File: src/rtl/mac_pkg.sv
package mac_pkg;

  // Controls that travel with the operands through the first stage
  typedef struct packed {
    logic a_signed;
    logic b_signed;
    logic sub;
    logic load;
  } op_ctrl_t;

  // Controls that reach the accumulator after the multiplier
  typedef struct packed {
    logic signed_mode;
    logic sub;
    logic load;
  } acc_ctrl_t;

endpackage

File: src/rtl/mac_stage.sv
// Optional register stage for a bundle of bits; EN=0 makes it a wire.
module mac_stage #(
  parameter int W  = 8,
  parameter bit EN = 1'b1
) (
  input  logic         clk,
  input  logic         rst,
  input  logic         ce,
  input  logic [W-1:0] d,
  output logic [W-1:0] q
);
  generate
    if (EN) begin : g_reg
      logic [W-1:0] q_r;
      always_ff @(posedge clk) begin
        if (rst)     q_r <= '0;
        else if (ce) q_r <= d;
      end
      assign q = q_r;
    end else begin : g_wire
      assign q = d;
    end
  endgenerate
endmodule

File: src/rtl/mac_operand_reg.sv
// Operand register with parallel or cascade source and a cascade output.
module mac_operand_reg #(
  parameter int W  = 8,
  parameter bit EN = 1'b1
) (
  input  logic         clk,
  input  logic         rst,
  input  logic         ce,
  input  logic [W-1:0] par_in,
  input  logic [W-1:0] cas_in,
  input  logic         ser_sel,
  output logic [W-1:0] q,
  output logic [W-1:0] cas_out
);
  logic [W-1:0] src;
  assign src = ser_sel ? cas_in : par_in;

  generate
    if (EN) begin : g_reg
      logic [W-1:0] q_r;
      always_ff @(posedge clk) begin
        if (rst)     q_r <= '0;
        else if (ce) q_r <= src;
      end
      assign q = q_r;

      // cascade selection loads the register from the cascade input
      p_cas_load_r8: assert property (@(posedge clk) disable iff (rst)
        (ce && ser_sel) |=> (cas_out == $past(cas_in)));
    end else begin : g_wire
      assign q = src;
    end
  endgenerate

  assign cas_out = q;
endmodule

File: src/rtl/mac_mult.sv
// Combinational multiplier with per-operand signedness.
module mac_mult #(
  parameter int A_W = 8,
  parameter int B_W = 8,
  localparam int PW = A_W + B_W
) (
  input  logic [A_W-1:0] a,
  input  logic [B_W-1:0] b,
  input  logic           a_signed,
  input  logic           b_signed,
  output logic [PW-1:0]  prod,
  output logic           signed_mode
);
  logic [PW-1:0] a_ext;
  logic [PW-1:0] b_ext;

  // Extend each operand to the product width; the low PW bits of the
  // product of the extended values are the exact result in both modes.
  assign a_ext = {{B_W{a_signed & a[A_W-1]}}, a};
  assign b_ext = {{A_W{b_signed & b[B_W-1]}}, b};
  assign prod  = a_ext * b_ext;
  assign signed_mode = a_signed | b_signed;
endmodule

File: src/rtl/mac_accum.sv
// Output accumulator register with load, add/subtract and sticky overflow.
module mac_accum #(
  parameter int PW    = 16,
  parameter int ACC_W = 32
) (
  input  logic                clk,
  input  logic                rst,
  input  logic                ce,
  input  mac_pkg::acc_ctrl_t  ctrl,
  input  logic [PW-1:0]       prod,
  input  logic [ACC_W-1:0]    preload,
  output logic [ACC_W-1:0]    acc,
  output logic                ovf
);
  logic [ACC_W-1:0] acc_r;
  logic             ovf_r;
  logic [ACC_W-1:0] ext;
  logic [ACC_W:0]   wide;
  logic [ACC_W-1:0] result;
  logic             s_ovf;
  logic             u_ovf;
  logic             step_ovf;

  assign ext    = {{(ACC_W-PW){ctrl.signed_mode & prod[PW-1]}}, prod};
  assign wide   = ctrl.sub ? ({1'b0, acc_r} - {1'b0, ext})
                           : ({1'b0, acc_r} + {1'b0, ext});
  assign result = wide[ACC_W-1:0];

  // Two's complement: the operand signs that must match or differ,
  // and a result whose sign departs from the running sum's sign
  always_comb begin
    if (ctrl.sub)
      s_ovf = (acc_r[ACC_W-1] != ext[ACC_W-1]) && (result[ACC_W-1] != acc_r[ACC_W-1]);
    else
      s_ovf = (acc_r[ACC_W-1] == ext[ACC_W-1]) && (result[ACC_W-1] != acc_r[ACC_W-1]);
  end
  assign u_ovf    = wide[ACC_W];
  assign step_ovf = ctrl.signed_mode ? s_ovf : u_ovf;

  always_ff @(posedge clk) begin
    if (rst) begin
      acc_r <= '0;
      ovf_r <= 1'b0;
    end else if (ce) begin
      if (ctrl.load) begin
        acc_r <= preload;
        ovf_r <= 1'b0;
      end else begin
        acc_r <= result;
        ovf_r <= ovf_r | step_ovf;
      end
    end
  end

  assign acc = acc_r;
  assign ovf = ovf_r;

  // a load places the preload value in the sum
  p_load_value_r5: assert property (@(posedge clk) disable iff (rst)
    (ce && ctrl.load) |=> (acc == $past(preload)));
  // a load clears the overflow flag
  p_ovf_clear_r6: assert property (@(posedge clk) disable iff (rst)
    (ce && ctrl.load) |=> !ovf);
  // without a load the flag is sticky
  p_ovf_sticky_r6: assert property (@(posedge clk) disable iff (rst)
    (ovf && !(ce && ctrl.load)) |=> ovf);
  // clock enable low freezes the sum and flag
  p_ce_freeze_r9: assert property (@(posedge clk) disable iff (rst)
    !ce |=> ($stable(acc) && $stable(ovf)));
endmodule

File: src/rtl/mac_unit.sv
module mac_unit #(
  parameter int A_W      = 8,
  parameter int B_W      = 8,
  parameter bit IN_REG   = 1'b1,
  parameter bit PIPE_REG = 1'b1,
  localparam int PW      = A_W + B_W,
  localparam int ACC_W   = A_W + B_W + 16
) (
  input  logic             clk,
  input  logic             rst,
  input  logic             ce,
  input  logic [A_W-1:0]   a_in,
  input  logic [B_W-1:0]   b_in,
  input  logic             a_signed,
  input  logic             b_signed,
  input  logic             sub,
  input  logic             acc_load,
  input  logic [ACC_W-1:0] preload,
  input  logic             a_ser_sel,
  input  logic             b_ser_sel,
  input  logic [A_W-1:0]   a_cas_in,
  input  logic [B_W-1:0]   b_cas_in,
  output logic [A_W-1:0]   a_cas_out,
  output logic [B_W-1:0]   b_cas_out,
  output logic [ACC_W-1:0] acc_out,
  output logic             ovf
);
  import mac_pkg::*;

  localparam int S1_W = $bits(op_ctrl_t) + ACC_W;
  localparam int S2_W = $bits(acc_ctrl_t) + ACC_W + PW;

  // ---- stage 1: operands and their controls ----
  logic [A_W-1:0] a_q;
  logic [B_W-1:0] b_q;
  op_ctrl_t       c1_d;
  op_ctrl_t       c1_q;
  logic [ACC_W-1:0] pre1_q;

  mac_operand_reg #(.W(A_W), .EN(IN_REG)) u_opa (
    .clk(clk), .rst(rst), .ce(ce), .par_in(a_in), .cas_in(a_cas_in),
    .ser_sel(a_ser_sel), .q(a_q), .cas_out(a_cas_out));

  mac_operand_reg #(.W(B_W), .EN(IN_REG)) u_opb (
    .clk(clk), .rst(rst), .ce(ce), .par_in(b_in), .cas_in(b_cas_in),
    .ser_sel(b_ser_sel), .q(b_q), .cas_out(b_cas_out));

  assign c1_d = '{a_signed: a_signed, b_signed: b_signed, sub: sub, load: acc_load};

  mac_stage #(.W(S1_W), .EN(IN_REG)) u_ctl1 (
    .clk(clk), .rst(rst), .ce(ce),
    .d({c1_d, preload}), .q({c1_q, pre1_q}));

  // ---- multiplier ----
  logic [PW-1:0] prod_d;
  logic          mode_d;

  mac_mult #(.A_W(A_W), .B_W(B_W)) u_mult (
    .a(a_q), .b(b_q), .a_signed(c1_q.a_signed), .b_signed(c1_q.b_signed),
    .prod(prod_d), .signed_mode(mode_d));

  // ---- stage 2: product pipeline ----
  acc_ctrl_t        c2_d;
  acc_ctrl_t        c2_q;
  logic [PW-1:0]    prod_q;
  logic [ACC_W-1:0] pre2_q;

  assign c2_d = '{signed_mode: mode_d, sub: c1_q.sub, load: c1_q.load};

  mac_stage #(.W(S2_W), .EN(PIPE_REG)) u_pipe (
    .clk(clk), .rst(rst), .ce(ce),
    .d({c2_d, pre1_q, prod_d}), .q({c2_q, pre2_q, prod_q}));

  // ---- stage 3: accumulator (always present) ----
  mac_accum #(.PW(PW), .ACC_W(ACC_W)) u_acc (
    .clk(clk), .rst(rst), .ce(ce), .ctrl(c2_q), .prod(prod_q),
    .preload(pre2_q), .acc(acc_out), .ovf(ovf));

  // reset clears the visible state
  p_reset_clear_r10: assert property (@(posedge clk)
    rst |=> (acc_out == '0 && !ovf));
endmodule

File: config.mk
export PLATFORM = sky130hd
export DESIGN_NAME = mac_unit
export DESIGN_NICKNAME = d
export VERILOG_FILES = /design/src/rtl/mac_pkg.sv /design/src/rtl/mac_stage.sv /design/src/rtl/mac_operand_reg.sv /design/src/rtl/mac_mult.sv /design/src/rtl/mac_accum.sv /design/src/rtl/mac_unit.sv
export SDC_FILE = /design/constraint.sdc
export NUM_CORES = 1
export LEC_CHECK = 0
export BUFFER_PORTS_ARGS = -buffer_cell sky130_fd_sc_hd__buf_2
export CORE_MARGIN = 2
export CORE_UTILIZATION = 54
export DETAILED_ROUTE_END_ITERATION = 8
export PLACE_DENSITY = 0.77
export SETUP_SLACK_MARGIN = 0.3
export SLEW_MARGIN = 5
export SYNTH_ARGS = -nofsm -noshare
export SYNTH_HDL_FRONTEND = slang
export SYNTH_SLANG_ARGS = --single-unit
File: constraint.sdc
create_clock -name clk -period 5.8 [get_ports clk]
set_clock_uncertainty 0.2 [all_clocks]
set_input_delay 0.58 -clock clk [delete_from_list [all_inputs] [get_ports clk]]
set_output_delay 0.58 -clock clk [all_outputs]
set_load 0.02 [all_outputs]
==> metrics.md, run 1 <==
| Metric | Value |
|---|---|
| Clock tree from TritonCTS | built |
| Via/cell ratio | 5.696 |
| Pin count of the biggest net entering global routing | 119 |
| Most used flip-flop cell after synthesis | dfxtp_1 |
| DPL Wire Length | around 18,000 microns |
| Mean routed wirelength per cell | about 16 microns |
| Number of synthesized register bits | 136 |
| FP Rows | 50 |
| Final #Nets | 1,472 |
| Number of instances in the synthesized netlist | approximately 1,200 |
| Iter 0 DRT Violations | 598 |
| Unrepaired setup endpoints after global routing | true |
| Slowest library cell on the worst path | fa_1 |
| Run status | completed |
| Power density over cell area | 356.7 mW/mm^2 |
| Class of the tightest hold or removal check | input pin to flip-flop |
| Library cells used by synthesis | 59 |
| Master cell of the clock root buffer | clkbuf_16 |
| Post-synthesis average cell area | 8.584 sq um |
| Io pins | 122 |
| Largest cells by area after synthesis | dfxtp_1 (27%), fa_1 (13%), mux2i_1 (11%), ha_1 (8.2%), nor2_1 (6.2%) |
| Final total negative setup slack | 0 ns |
| Min Tclk post-route | 5.303 ns |
| Synth area leader | dfxtp_1 |
| Initial antenna violation count | 0 |
| Setup violation total in the final timing report | 0 |
| Core region area | ~0.019 sq mm |
| Start-to-end type of the worst setup path | flip-flop to flip-flop |
| Area growth from synthesis to layout | 13.15% |
| Cts hold-fix bufs | 0 |
| Gr ovfl total | 0 |
| Period utilization | just over 90% |
| Proportion of layout cells with a drive suffix above 1 | 14.83% |
| Placer's final routability congestion estimate | 0.9338 |
| Peak per-stage delay on the critical path | ~0.56 ns |
| Number of clock sinks | 136 |
| Upper clock frequency limit | 188.6 MHz |
| Number of global-route vias before repair | 8,371 |
| GRT Util Overall | 25.29% |
| Worst Max-Slew Pin Slew | 0.8637 ns |
| Warnings, synthesis | 0 |
| Count of vias placed by the detailed router | 8,629 |
| Max-slew violation count | 0 |
| Worst ir drop on vdd | 0.2384 mV |
| Headroom to the max-slew limit | between 40% and 50% |
| Height of the chip | between 100 and 150 microns |
| First-pass GRT wire length | 40,840 microns |
| Leakage | 0.005604 uW |
| Final worst slack | 0.4973 ns |
| Die Area | 0.02000 sq mm |
| Clock latency at the later pin of the worst-skew pair | 0.43 ns |
| Ant. Diodes | 0 |
| Number of optimization iterations in the first detailed-route pass | 7 |
| Async S/R FF share, synth | 0% |
| Cell occurring most often along the worst timing path | fa_1 |
| Worst Path Required | between 5 and 6 ns |
| Number of max-capacitance violations reported | 0 |
| Proportion of synthesized chip area in sequential cells | 26.70% |
| Clock-pin slew of the registers on the worst-case setup and hold paths | roughly 0.060 ns |
| Worst slack at placement | 0.2319 ns |
| Starting density of the core | approximately 55% |
| Post-route antenna net violation count | 0 |
| Die Span X | 141.4 microns |
| EDFF count, synth | 0 |
| Crit path max fanout | 9 |
| Commonest cells after routing, fill and taps aside | nor2_1 (168), dfxtp_1 (130), buf_2 (119) |
| Detailed-route wire length | between 20,000 and 25,000 microns |
| Number of H-tree levels | 4 |
| Data arrival time of the worst path | 5.38 ns |
| Most frequent standard cell in the layout excluding fill and tap cells | nor2_1 |
| Quantity of I/O buffers inserted on ports | 121 |
| Inserted Clock Buffers | 17 |
| Fill cell count | 1,571 |
| Portion of synthesized cell area occupied by the leading cell type | between 20% and 30% |
| Crit start category | flip-flop |
| Endpoint class of the critical path | flip-flop |
| Post-synth net total | 1,392 |
| Cell Area, Synth | 0.01020 sq mm |
| Maximum number of buffers from clock root to sink | 2 |
| DRC violations left | 0 |
| Count of final hold-check violations | 0 |
| CP cell instances | nand2_1 > or2_2 > fa_1 > fa_1 > inv_1 > fa_1 > fa_1 > inv_1 > fa_1 > inv_1 > ha_1 > inv_1 > o21ai_1 > a2111oi_2 > o311ai_1 > xor2_1 > mux2i_1 > nor2_1 |
[power breakdown]
group | internal, uW | switching, uW | total (uW)
sequential | 1040 | 115 | 1160
combinational | 779 | 1100 | 1880
clock | 635 | 447 | 1080
[final cells by class]
type,instances,area [sq um],area share (%)
clock inverter,14,146.4,1.269
multi-input combinational,887,6872,59.55
clock buffer,18,429.2,3.719
sequential,136,2733,23.68
inverter,93,349.1,3.025
timing repair buffer,133,716.9,6.213
tap,234,292.8,2.537
[worst paths after layout]
kind / to / startpoint / slack [ns] / cells after the start
hold / removal: u_ctl1.q[23] / preload[23] / 0.19 / 3
hold reg to reg: u_acc.acc[4] / u_pipe.q[20] / 0.27 / 2
setup / recovery: u_pipe.q[14] / u_opb.cas_out[7] / 0.50 / 18
setup reg to reg: u_pipe.q[14] / u_opb.cas_out[7] / 0.50 / 18
[what timing repair did]
action	CTS	global route
resized for setup	2	12
pin swaps	0	3
buffers inserted	0	2
endpoints found under the setup margin	2	4
[Yosys cell counts (11+ instances only)]
| cell type | instances |
|---|---|
| nor2_1 | 168 |
| dfxtp_1 | 136 |
| mux2i_1 | 114 |
| nand2_1 | 96 |
| inv_1 | 92 |
| ha_1 | 67 |
| fa_1 | 64 |
| a21oi_1 | 60 |
| clkbuf_1 | 60 |
| and2_1 | 45 |
| xnor2_1 | 38 |
| a211oi_1 | 30 |
| o21ai_0 | 24 |
| a21o_1 | 20 |
| nor3_1 | 19 |
| a311oi_1 | 17 |
| xor2_1 | 15 |
| and3_1 | 12 |
| buf_1 | 11 |
[critical path: cells and delay by family, from the launching register on]
| family | cells | cell delay [ns] |
|---|---|---|
| adders and majority gates | 6 | 2.95 |
| AOI/OAI and AO/OA | 3 | 0.63 |
| buffers and inverters | 4 | 0.26 |
| muxes | 1 | 0.14 |
| and+or+nand+nor | 3 | 0.42 |
| DFF | 1 | 0.40 |
| xor gates and xnor gates | 1 | 0.16 |
[registers in the layout, indices dropped and copies added (netlist names)]
signal,cells
u_opa.cas_out,8
u_ctl1.q,36
u_acc.ovf,1
u_opb.cas_out,8
u_acc.acc,32
u_pipe.q,51
[cells by family (layout without fill, tap and decap cells)]
kind of cell,count (synthesis),count (layout),synth area share [%]
XOR/XNOR,53,53,4.552
buffers and inverters,165,258,6.086
flip-flops,136,136,26.70
multiplexers,114,114,11.19
adder cells (fa/ha/maj),131,131,20.79
AO/OA/AOI/OAI,203,203,13.64
AND/OR/NAND/NOR,386,386,17.04
[metrics by stage]
stage | hold slack (ns) | cell area [sq um] | instances | util, % | total power (uW)
finish | 0.1875 | 11540 | 1515 | 61.89 | 4116
global route | 0.1927 | 11540 | 1515 | 61.89 | 4379
CTS | 0.1787 | 11510 | 1513 | 61.72 | 4109
detailed placement | 0.2720 | 10920 | 1481 | 58.59 | 3008
global placement | 0.2676 | 10920 | 1481 | 58.59 | 2967
floorplan | 0.2511 | 10200 | 1188 | - | 2580
[routing by layer]
metal  part of all wire [%]  track usage, %
met1                     45           34.24
met2                     47           41.34
met3                    5.9           4.455
met4                    2.2           8.105
met5                      0               0
Power figures use the tool's default switching activity.
==> run 2, diff against run 1 <==
--- a/config.mk
+++ b/config.mk
@@ -5,11 +5,12 @@
 export SDC_FILE = /design/constraint.sdc
 export NUM_CORES = 1
 export LEC_CHECK = 0
+export ABC_AREA = 1
 export BUFFER_PORTS_ARGS = -buffer_cell sky130_fd_sc_hd__buf_2
 export CORE_MARGIN = 2
 export CORE_UTILIZATION = 54
 export DETAILED_ROUTE_END_ITERATION = 8
-export PLACE_DENSITY = 0.77
+export PLACE_DENSITY = 0.76
 export SETUP_SLACK_MARGIN = 0.3
 export SLEW_MARGIN = 5
 export SYNTH_ARGS = -nofsm -noshare
==> run 2 against run 1 <==
Against the previous run:
- sequential cell count is the same
- highest routed layer unchanged
- cell count grew 25%
- design area grew 4.2%
- register-to-register slack gained 0.13 ns
- routed wire length grew 15%
- via count grew 15%
- largest cell class unchanged
- setup slack gained 0.13 ns
- non-clock buffer count shrank 4
- worst hold slack lost 0.025 ns
- largest power group is now registers
- area after synthesis grew 5.2%
- clock power is essentially flat
- fmax grew 2.5%
- critical path type unchanged
==> metrics.md, run 2 <==
| Metric | Value |
|---|---|
| Run status | completed (unchanged) |
| Headroom to the max-slew limit | 41.03% (was 42.00%) |
| Dpl cell area | 0.01143 sq mm (was 0.01092 sq mm) |
| Mux cell area share after synthesis | 0% (was 11.19%) |
| Most numerous cell in the Yosys netlist | nand2_1 (was nor2_1) |
| EDFF count, synth | 0 (unchanged) |
| Iter 0 DRT Violations | 634 (was 598) |
| Post-synthesis average cell area | 6.949 sq um (was 8.584 sq um) |
| R2R Path End | u_pipe.q[13] (was u_pipe.q[14]) |
| Crit start category | flip-flop (unchanged) |
| Worst Max-Slew Pin Slew | 0.8846 ns (was 0.8637 ns) |
| Number of instances in the synthesized netlist | 1,543 (was 1,188) |
| Met2 Routed Length | 13,130 microns (was 11,560 microns) |
| Height of the chip | 144.9 microns (was 141.4 microns) |
| Number of H-tree levels | 4 (unchanged) |
| Detailed-route wire length | 28,450 microns (was 24,720 microns) |
| Final worst slack | 0.6268 ns (was 0.4973 ns) |
| Combinational share of power | 33.2% (was 45.6%) |
| Placer's final routability congestion estimate | 0.9482 (was 0.9338) |
| Upper clock frequency limit | 193.3 MHz (was 188.6 MHz) |
| Adder-cell area share of the yosys netlist | 19.77% (was 20.79%) |
| FF-to-FF Start | u_ctl1.q[34] (was u_opb.cas_out[7]) |
| Core region area | 0.01946 sq mm (was 0.01864 sq mm) |
| Post-route met1 wirelength | 13,170 microns (was 11,140 microns) |
| Hold-critical path endpoint | u_ctl1.q[9] (was u_ctl1.q[23]) |
| Largest family of logic cells by synthesized area | simple AND/OR/NAND/NOR gates (was adder cells) |
| Most frequent standard cell in the layout excluding fill and tap cells | nand2_1 (was nor2_1) |
| Number of synthesized register bits | 136 (unchanged) |
| Post-synth net total | 1,747 (was 1,392) |
| Ant. Diodes | 0 (unchanged) |
| Class of the tightest hold or removal check | input pin to flip-flop (unchanged) |
| Logic depth of the worst register-to-register path | 18 (unchanged) |
| Worst ir drop on vdd | 0.2315 mV (was 0.2384 mV) |
| Warnings, synthesis | 0 (unchanged) |
| Fill cell count | 1,813 (was 1,571) |
| Count of vias placed by the detailed router | 9,934 (was 8,629) |
| First-pass GRT wire length | 47,420 microns (was 40,840 microns) |
| Number of max-capacitance violations reported | 0 (unchanged) |
| Top sig layer | met4 (unchanged) |
| Number of global-route vias before repair | 9,507 (was 8,371) |
| Switching part of the total power | 38.96% (was 40.36%) |
| Io pins | 122 (unchanged) |
| Start point of the critical path | u_ctl1.q[34] (was u_opb.cas_out[7]) |
| Portion of synthesized cell area occupied by the leading cell type | 25.39% (was 26.70%) |
| Area fraction in compound gates after synthesis | 14.54% (was 13.64%) |
| FP Rows | 51 (was 50) |
| Cell Area, Synth | 0.01072 sq mm (was 0.01020 sq mm) |
| Largest cells by area after synthesis | dfxtp_1 (25%), fa_1 (12%), nand2_1 (9.8%), nor2_1 (8.7%), inv_1 (8.2%) (was dfxtp_1 (27%), fa_1 (13%), mux2i_1 (11%), ha_1 (8.2%), nor2_1 (6.2%)) |
| Clock-pin slew of the registers on the worst-case setup and hold paths | 0.07 ns (was 0.06 ns) |
| Hold depth | 3 (unchanged) |
| Synth area leader | dfxtp_1 (unchanged) |
| Most frequent cells after synthesis | nand2_1 (279), nor2_1 (249), inv_1 (235) (was nor2_1 (168), dfxtp_1 (136), mux2i_1 (114)) |
| Endpoint class of the critical path | flip-flop (unchanged) |
| Cts hold-fix bufs | 0 (unchanged) |
| XOR/XNOR Fraction of Synth Area | 3.267% (was 4.552%) |
| Data arrival time of the worst path | 5.29 ns (was 5.38 ns) |
| Mean routed wirelength per cell | 14.97 microns (was 16.32 microns) |
| Worst slack at placement | 0.4903 ns (was 0.2319 ns) |
| Power density over cell area | 275.0 mW/mm^2 (was 356.7 mW/mm^2) |
| Worst Path Required | 5.92 ns (was 5.88 ns) |
| Net switching power | 1288 uW (was 1662 uW) |
| Proportion of power drawn by the clock network | 33.1% (was 26.3%) |
| Start-to-end type of the worst setup path | flip-flop to flip-flop (unchanged) |
| Setup violation total in the final timing report | 0 (unchanged) |
| CP cell instances | nand2_2 > or2_2 > fa_1 > fa_1 > inv_1 > fa_1 > fa_1 > inv_1 > fa_1 > inv_1 > ha_1 > a21oi_2 > o21ai_0 > a21oi_1 > o21ai_0 > xor2_1 > o21ai_0 > inv_1 (was nand2_1 > or2_2 > fa_1 > fa_1 > inv_1 > fa_1 > fa_1 > inv_1 > fa_1 > inv_1 > ha_1 > inv_1 > o21ai_1 > a2111oi_2 > o311ai_1 > xor2_1 > mux2i_1 > nor2_1) |
| Async S/R FF share, synth | 0% (unchanged) |
| Final total negative setup slack | 0 ns (unchanged) |
| Count of final hold-check violations | 0 (unchanged) |
| Cell occurring most often along the worst timing path | fa_1 (unchanged) |
| DRC violations left | 0 (unchanged) |
| Pin count of the biggest net entering global routing | 81 (was 119) |
| Number of optimization iterations in the first detailed-route pass | 5 (was 7) |
| Unrepaired setup endpoints after global routing | false (was true) |
| Hold Crit Start | preload[9] (was preload[23]) |
| Crit path max fanout | 9 (unchanged) |
| Commonest cells after routing, fill and taps aside | nand2_1 (279), nor2_1 (248), inv_1 (233) (was nor2_1 (168), dfxtp_1 (130), buf_2 (119)) |
| Initial antenna violation count | 0 (unchanged) |
| Die Area | 0.02100 sq mm (was 0.02000 sq mm) |
| Area occupied by multi-input gates | 0.006797 sq mm (was 0.006872 sq mm) |
| Reg2Reg Setup Slack | 0.63 ns (was 0.50 ns) |
| Wire length on met3 | 1366 microns (was 1470 microns) |
| Tightest hold margin | 0.1624 ns (was 0.1875 ns) |
| Gr ovfl total | 0 (unchanged) |
| DPL Wire Length | 21,670 microns (was 18,100 microns) |
| Library cells used by synthesis | 53 (was 59) |
| Inserted Clock Buffers | 17 (unchanged) |
| Flop pwr share | 33.7% (was 28.1%) |
| Peak per-stage delay on the critical path | 0.54 ns (was 0.56 ns) |
| Quantity of I/O buffers inserted on ports | 121 (unchanged) |
| GRT Util Overall | 27.67% (was 25.29%) |
| Proportion of layout cells with a drive suffix above 1 | 14.37% (was 14.83%) |
| Max-slew violation count | 0 (unchanged) |
| Number of clock sinks | 136 (unchanged) |
| Proportion of synthesized chip area in sequential cells | 25.39% (was 26.70%) |
| Share of the core filled with cells in the final layout | 61.79% (was 61.89%) |
| Simple-gate share of the synthesized area | 25.75% (was 17.04%) |
| Maximum number of buffers from clock root to sink | 2 (unchanged) |
| Leakage | 0.006385 uW (was 0.005604 uW) |
| Via/cell ratio | 5.228 (was 5.696) |
| Starting density of the core | 55.09% (was 54.70%) |
| Area growth from synthesis to layout | 12.16% (was 13.15%) |
| Master cell of the clock root buffer | clkbuf_16 (unchanged) |
| Most used flip-flop cell after synthesis | dfxtp_1 (unchanged) |
| Die Span X | 144.9 microns (was 141.4 microns) |
| Slowest library cell on the worst path | fa_1 (unchanged) |
| Post-layout instance area | 0.01203 sq mm (was 0.01154 sq mm) |
| Storage element area | 0.002729 sq mm (was 0.002733 sq mm) |
| Internal power component | 2019 uW (was 2455 uW) |
| Post-route antenna net violation count | 0 (unchanged) |
| Final #Nets | 1,826 (was 1,472) |
| Post-CTS Repair Setup Buffers | 0 (unchanged) |
| Largest register FFs | 51 (unchanged) |
| Min Tclk post-route | 5.173 ns (was 5.303 ns) |
| Clock latency at the later pin of the worst-skew pair | 0.43 ns (about the same) |
| Period utilization | 89.19% (was 91.43%) |
| Clock tree from TritonCTS | built (unchanged) |
run 2: cells by family (layout without fill, tap and decap cells):
group,after synthesis,in the layout
AOI/OAI and AO/OA,267,267
adders and majority gates,131,131
buffers and inverters,314,406
xor gates and xnor gates,40,40
and+or+nand+nor,655,655
DFF,136,136
run 2: worst max path at each step:
stage | depth (start not counted) | slack, ns | to
detailed placement | 19 | 0.49 | u_pipe.q[13]
global route | 18 | 0.30 | u_pipe.q[13]
CTS | 19 | 0.46 | u_pipe.q[13]
global placement | 19 | 0.55 | u_pipe.q[13]
finish | 18 | 0.63 | u_pipe.q[13]
floorplan | 19 | 0.56 | u_pipe.q[13]
run 2: per-stage QoR:
step	power, uW	cells
2_1_floorplan	1928	1543
3_3_place_gp	2199	1868
3_5_place_dp	2215	1868
4_1_cts	3306	1900
5_1_grt	3504	1900
6_report	3307	1900
run 2: routing by layer:
metal,vias up,GRT usage [%]
li1,5023,-
met1,4589,36.22
met2,278,46.55
met3,44,4.403
met4,0,9.554
met5,-,0
run 2: repair_timing:
item / CTS / global route
endpoints found under the setup margin: 0 / 6
hold endpoints to repair: 0 / 0
gates resized for setup: 0 / 6
run 2: power groups by stage:
stage | clock [uW] | combinational, uW | sequential, uW
after floorplan | 0 | 789 | 1140
after global placement | 0 | 1070 | 1130
after detailed placement | 0 | 1080 | 1130
after CTS | 1100 | 1090 | 1110
after global routing | 1140 | 1240 | 1120
final | 1090 | 1100 | 1110
run 2: final cells by class:
cell class                      count  area share (%)
Multi-Input combinational cell   1093           56.51
Sequential cell                   136           22.69
Inverter                          245           7.668
Timing Repair Buffer              129           5.556
Clock buffer                       17           3.537
Tap cell                          265           2.757
Clock inverter                     15           1.280
run 2: critical path: cells and delay by family (launching register included):
kind                       cells  cell delay, ns
adders and majority gates      6            2.92
AOI/OAI and AO/OA              5            0.74
and+or+nand+nor                2            0.49
DFF                            1            0.34
buffers and inverters          4            0.20
xor gates and xnor gates       1            0.15
==> run 3, diff against run 2 <==
--- a/config.mk
+++ b/config.mk
@@ -8,11 +8,12 @@
 export ABC_AREA = 1
 export BUFFER_PORTS_ARGS = -buffer_cell sky130_fd_sc_hd__buf_2
 export CORE_MARGIN = 2
-export CORE_UTILIZATION = 54
+export CORE_UTILIZATION = 45
 export DETAILED_ROUTE_END_ITERATION = 8
-export PLACE_DENSITY = 0.76
+export PLACE_DENSITY = 0.65
 export SETUP_SLACK_MARGIN = 0.3
 export SLEW_MARGIN = 5
 export SYNTH_ARGS = -nofsm -noshare
 export SYNTH_HDL_FRONTEND = slang
+export SYNTH_HIERARCHICAL = 1
 export SYNTH_SLANG_ARGS = --single-unit
==> run 3 against run 2 <==
Against the previous run:
- utilization shrank 12 points
- synthesized cell count grew 17%
- register-to-register slack is essentially flat
- sequential cell count is the same
- routed wire length grew 6.2%
- non-clock buffer count grew 2
- clock power is essentially flat
- critical path depth grew 1
- design area grew 6.4%
- sequential share of layout area shrank 1.4 points
- critical path type unchanged
- largest cell class unchanged
- largest power group is now combinational logic
- highest routed layer unchanged
==> metrics.md, run 3 <==
| Metric | Value |
|---|---|
| Starting density of the core | 45.41% (was 55.09%) |
| Number of max-capacitance violations reported | 0 (unchanged) |
| Worst Path Required | 5.95 ns (was 5.92 ns) |
| Run status | completed (unchanged) |
| Net switching power | 1292 uW (was 1288 uW) |
| Data arrival time of the worst path | 5.32 ns (was 5.29 ns) |
| Clock tree from TritonCTS | built (unchanged) |
| Most frequent standard cell in the layout excluding fill and tap cells | nand2_1 (unchanged) |
| Worst Max-Slew Pin Slew | 0.8297 ns (was 0.8846 ns) |
| Internal power component | 2056 uW (was 2019 uW) |
| DRC violations left | 0 (unchanged) |
| Dpl cell area | 0.01221 sq mm (was 0.01143 sq mm) |
| Initial antenna violation count | 0 (unchanged) |
| Count of final hold-check violations | 0 (unchanged) |
| Start-to-end type of the worst setup path | flip-flop to flip-flop (unchanged) |
| Most used flip-flop cell after synthesis | dfxtp_1 (unchanged) |
| Quantity of I/O buffers inserted on ports | 121 (unchanged) |
| Library cells used by synthesis | 50 (was 53) |
| Number of optimization iterations in the first detailed-route pass | 8 (was 5) |
| Worst ir drop on vdd | 0.1954 mV (was 0.2315 mV) |
| Clock-pin slew of the registers on the worst-case setup and hold paths | 0.07 ns (about the same) |
| Detailed-route wire length | 30,210 microns (was 28,450 microns) |
| Area growth from synthesis to layout | 9.348% (was 12.16%) |
| Async S/R FF share, synth | 0% (unchanged) |
| Upper clock frequency limit | 193.6 MHz (was 193.3 MHz) |
| Storage element area | 0.002724 sq mm (was 0.002729 sq mm) |
| Kind of cell adding the most delay to the critical path | adder cells (unchanged) |
| Post-CTS Repair Setup Buffers | 0 (unchanged) |
| Max-slew violation count | 0 (unchanged) |
| Master cell of the clock root buffer | clkbuf_16 (unchanged) |
| Post-layout instance area | 0.01279 sq mm (was 0.01203 sq mm) |
| Post-synth net total | 2,006 (was 1,747) |
| Cell occurring most often along the worst timing path | fa_1 (unchanged) |
| Cts hold-fix bufs | 0 (unchanged) |
| Crit start category | flip-flop (unchanged) |
| Iter 0 DRT Violations | 871 (was 634) |
| Mux cell area share after synthesis | 0% (unchanged) |
| XOR/XNOR Fraction of Synth Area | 2.545% (was 3.267%) |
| Synth area leader | dfxtp_1 (unchanged) |
| Die Span X | 165.2 microns (was 144.9 microns) |
| Core region area | 0.02576 sq mm (was 0.01946 sq mm) |
| Peak per-stage delay on the critical path | 0.54 ns (about the same) |
| Endpoint class of the critical path | flip-flop (unchanged) |
| Io pins | 122 (unchanged) |
| Proportion of synthesized chip area in sequential cells | 23.27% (was 25.39%) |
| Switching part of the total power | 38.59% (was 38.96%) |
| Proportion of power drawn by the clock network | 31.9% (was 33.1%) |
| Adder-cell area share of the yosys netlist | 18.12% (was 19.77%) |
| Post-synthesis average cell area | 6.492 sq um (was 6.949 sq um) |
| Fill cell count | 2,699 (was 1,813) |
| Tightest hold margin | 0.2321 ns (was 0.1624 ns) |
| Warnings, synthesis | 6 (was 0) |
| Height of the chip | 165.2 microns (was 144.9 microns) |
| Gr ovfl total | 0 (unchanged) |
| Number of H-tree levels | 4 (unchanged) |
| Number of synthesized register bits | 136 (unchanged) |
| Final total negative setup slack | 0 ns (unchanged) |
| Maximum number of buffers from clock root to sink | 2 (unchanged) |
| Post-route antenna net violation count | 0 (unchanged) |
| Combinational share of power | 34.6% (was 33.2%) |
| Clock latency at the later pin of the worst-skew pair | 0.43 ns (about the same) |
| Pin count of the biggest net entering global routing | 88 (was 81) |
| Via/cell ratio | 4.788 (was 5.228) |
| CP cell instances | nand2_4 > or2_2 > fa_1 > fa_1 > inv_1 > fa_1 > fa_1 > inv_1 > fa_1 > inv_1 > ha_1 > a21oi_1 > o21ai_1 > a211oi_2 > xor2_1 > inv_1 > nand2_1 > nand2_1 > nor2_1 (was nand2_2 > or2_2 > fa_1 > fa_1 > inv_1 > fa_1 > fa_1 > inv_1 > fa_1 > inv_1 > ha_1 > a21oi_2 > o21ai_0 > a21oi_1 > o21ai_0 > xor2_1 > o21ai_0 > inv_1) |
| Most numerous cell in the Yosys netlist | nand2_1 (unchanged) |
| Class of the tightest hold or removal check | input pin to flip-flop (unchanged) |
| Power density over cell area | 261.7 mW/mm^2 (was 275.0 mW/mm^2) |
| Slowest library cell on the worst path | fa_1 (unchanged) |
| Commonest cells after routing, fill and taps aside | nand2_1 (542), inv_1 (309), nor2_1 (263) (was nand2_1 (279), nor2_1 (248), inv_1 (233)) |
| Die Area | 0.02730 sq mm (was 0.02100 sq mm) |
| Largest register FFs | 51 (unchanged) |
| First-pass GRT wire length | 49,940 microns (was 47,420 microns) |
| Placer's final routability congestion estimate | 0.9193 (was 0.9482) |
| Area occupied by multi-input gates | 0.007176 sq mm (was 0.006797 sq mm) |
| FP Rows | 59 (was 51) |
| Setup violation total in the final timing report | 0 (unchanged) |
| Largest cells by area after synthesis | dfxtp_1 (23%), nand2_1 (17%), fa_1 (11%), inv_1 (9.9%), nor2_1 (8.5%) (was dfxtp_1 (25%), fa_1 (12%), nand2_1 (9.8%), nor2_1 (8.7%), inv_1 (8.2%)) |
| Final #Nets | 2,073 (was 1,826) |
| Reg2Reg Setup Slack | 0.64 ns (was 0.63 ns) |
| Number of buffer and inverter stages on the critical path | 4 (unchanged) |
| Final worst slack | 0.6355 ns (was 0.6268 ns) |
| Crit path max fanout | 9 (unchanged) |
| EDFF count, synth | 0 (unchanged) |
| Cell Area, Synth | 0.01170 sq mm (was 0.01072 sq mm) |
| Proportion of layout cells with a drive suffix above 1 | 12.49% (was 14.37%) |
| Inserted Clock Buffers | 17 (unchanged) |
| Flop pwr share | 33.5% (was 33.7%) |
| Portion of synthesized cell area occupied by the leading cell type | 23.27% (was 25.39%) |
| Number of clock sinks | 136 (unchanged) |
| Worst slack at placement | 0.5849 ns (was 0.4903 ns) |
| Ant. Diodes | 0 (unchanged) |
| DPL Wire Length | 23,580 microns (was 21,670 microns) |
| Min Tclk post-route | 5.165 ns (was 5.173 ns) |
| Number of global-route vias before repair | 9,939 (was 9,507) |
| Largest family of logic cells by synthesized area | simple AND/OR/NAND/NOR gates (unchanged) |
| Mean routed wirelength per cell | 13.63 microns (was 14.97 microns) |
| Leakage | 0.007118 uW (was 0.006385 uW) |
| Number of instances in the synthesized netlist | 1,802 (was 1,543) |
| Count of vias placed by the detailed router | 10,610 (was 9,934) |
| Unrepaired setup endpoints after global routing | true (was false) |
| Most frequent cells after synthesis | nand2_1 (542), inv_1 (309), nor2_1 (265) (was nand2_1 (279), nor2_1 (249), inv_1 (235)) |
| Post-cts repair resize count | 0 (unchanged) |
| Area fraction in compound gates after synthesis | 7.754% (was 14.54%) |
| GRT Util Overall | 22.96% (was 27.67%) |
| Period utilization | 89.04% (was 89.19%) |
| Simple-gate share of the synthesized area | 32.83% (was 25.75%) |
| Headroom to the max-slew limit | 44.69% (was 41.03%) |
==> run 3: cell type report <==
type / instances / area share, %
timing repair buffer: 131 / 5.370
multi-input combinational: 1260 / 56.09
inverter: 323 / 9.478
clock buffer: 18 / 3.433
tap: 335 / 3.277
sequential: 136 / 21.29
clock inverter: 13 / 1.056
==> run 3: kinds of logic (layout without fill, tap and decap cells) <==
group	count (synthesis)	after routing
and+or+nand+nor	942	942
buffers and inverters	406	485
xor gates and xnor gates	34	34
adders and majority gates	131	131
AOI/OAI and AO/OA	153	153
DFF	136	136
==> run 3: power groups by stage <==
stage                     clock (uW)  sequential (uW)  combinational (uW)
final                           1070             1120                1160
after detailed placement           0             1140                1140
after global routing            1130             1130                1320
after global placement             0             1140                1130
after floorplan                    0             1150                 853
after CTS                       1090             1120                1150
==> run 3: path summary, 6_finish.rpt <==
path / from / end / cells past startpoint
min: preload[29] / u_ctl1/q[29] / 5
max: u_ctl1/q[34] / u_pipe/q[13] / 19
min reg2reg: u_acc/ovf / u_acc/ovf / 2
max reg2reg: u_ctl1/q[34] / u_pipe/q[13] / 19
==> run 3: metal layers <==
metal | vias to the layer above | wire length, microns | global-route usage [%]
li1 | 5533 | - | -
met1 | 4743 | 15550 | 34.78
met2 | 303 | 12550 | 34.45
met3 | 32 | 1730 | 2.847
met4 | 0 | 378 | 5.613
met5 | - | 0 | 0
==> run 3: per-stage QoR <==
| step | cells | utilization [%] | total power, uW |
|---|---|---|---|
| floorplan | 1802 | - | 2004 |
| global placement | 2185 | 47.38 | 2269 |
| detailed placement | 2185 | 47.38 | 2280 |
| CTS | 2216 | 49.61 | 3363 |
| global route | 2216 | 49.65 | 3581 |
| finish | 2216 | 49.65 | 3347 |
==> run 3: worst register-to-register path: cells and delay by family, from the launching register on <==
family,cells,cell delay [ns]
adder cells (fa/ha/maj),6,2.92
AND/OR/NAND/NOR,5,0.62
AO/OA/AOI/OAI,3,0.61
flip-flops,1,0.39
buffers and inverters,4,0.19
XOR/XNOR,1,0.16
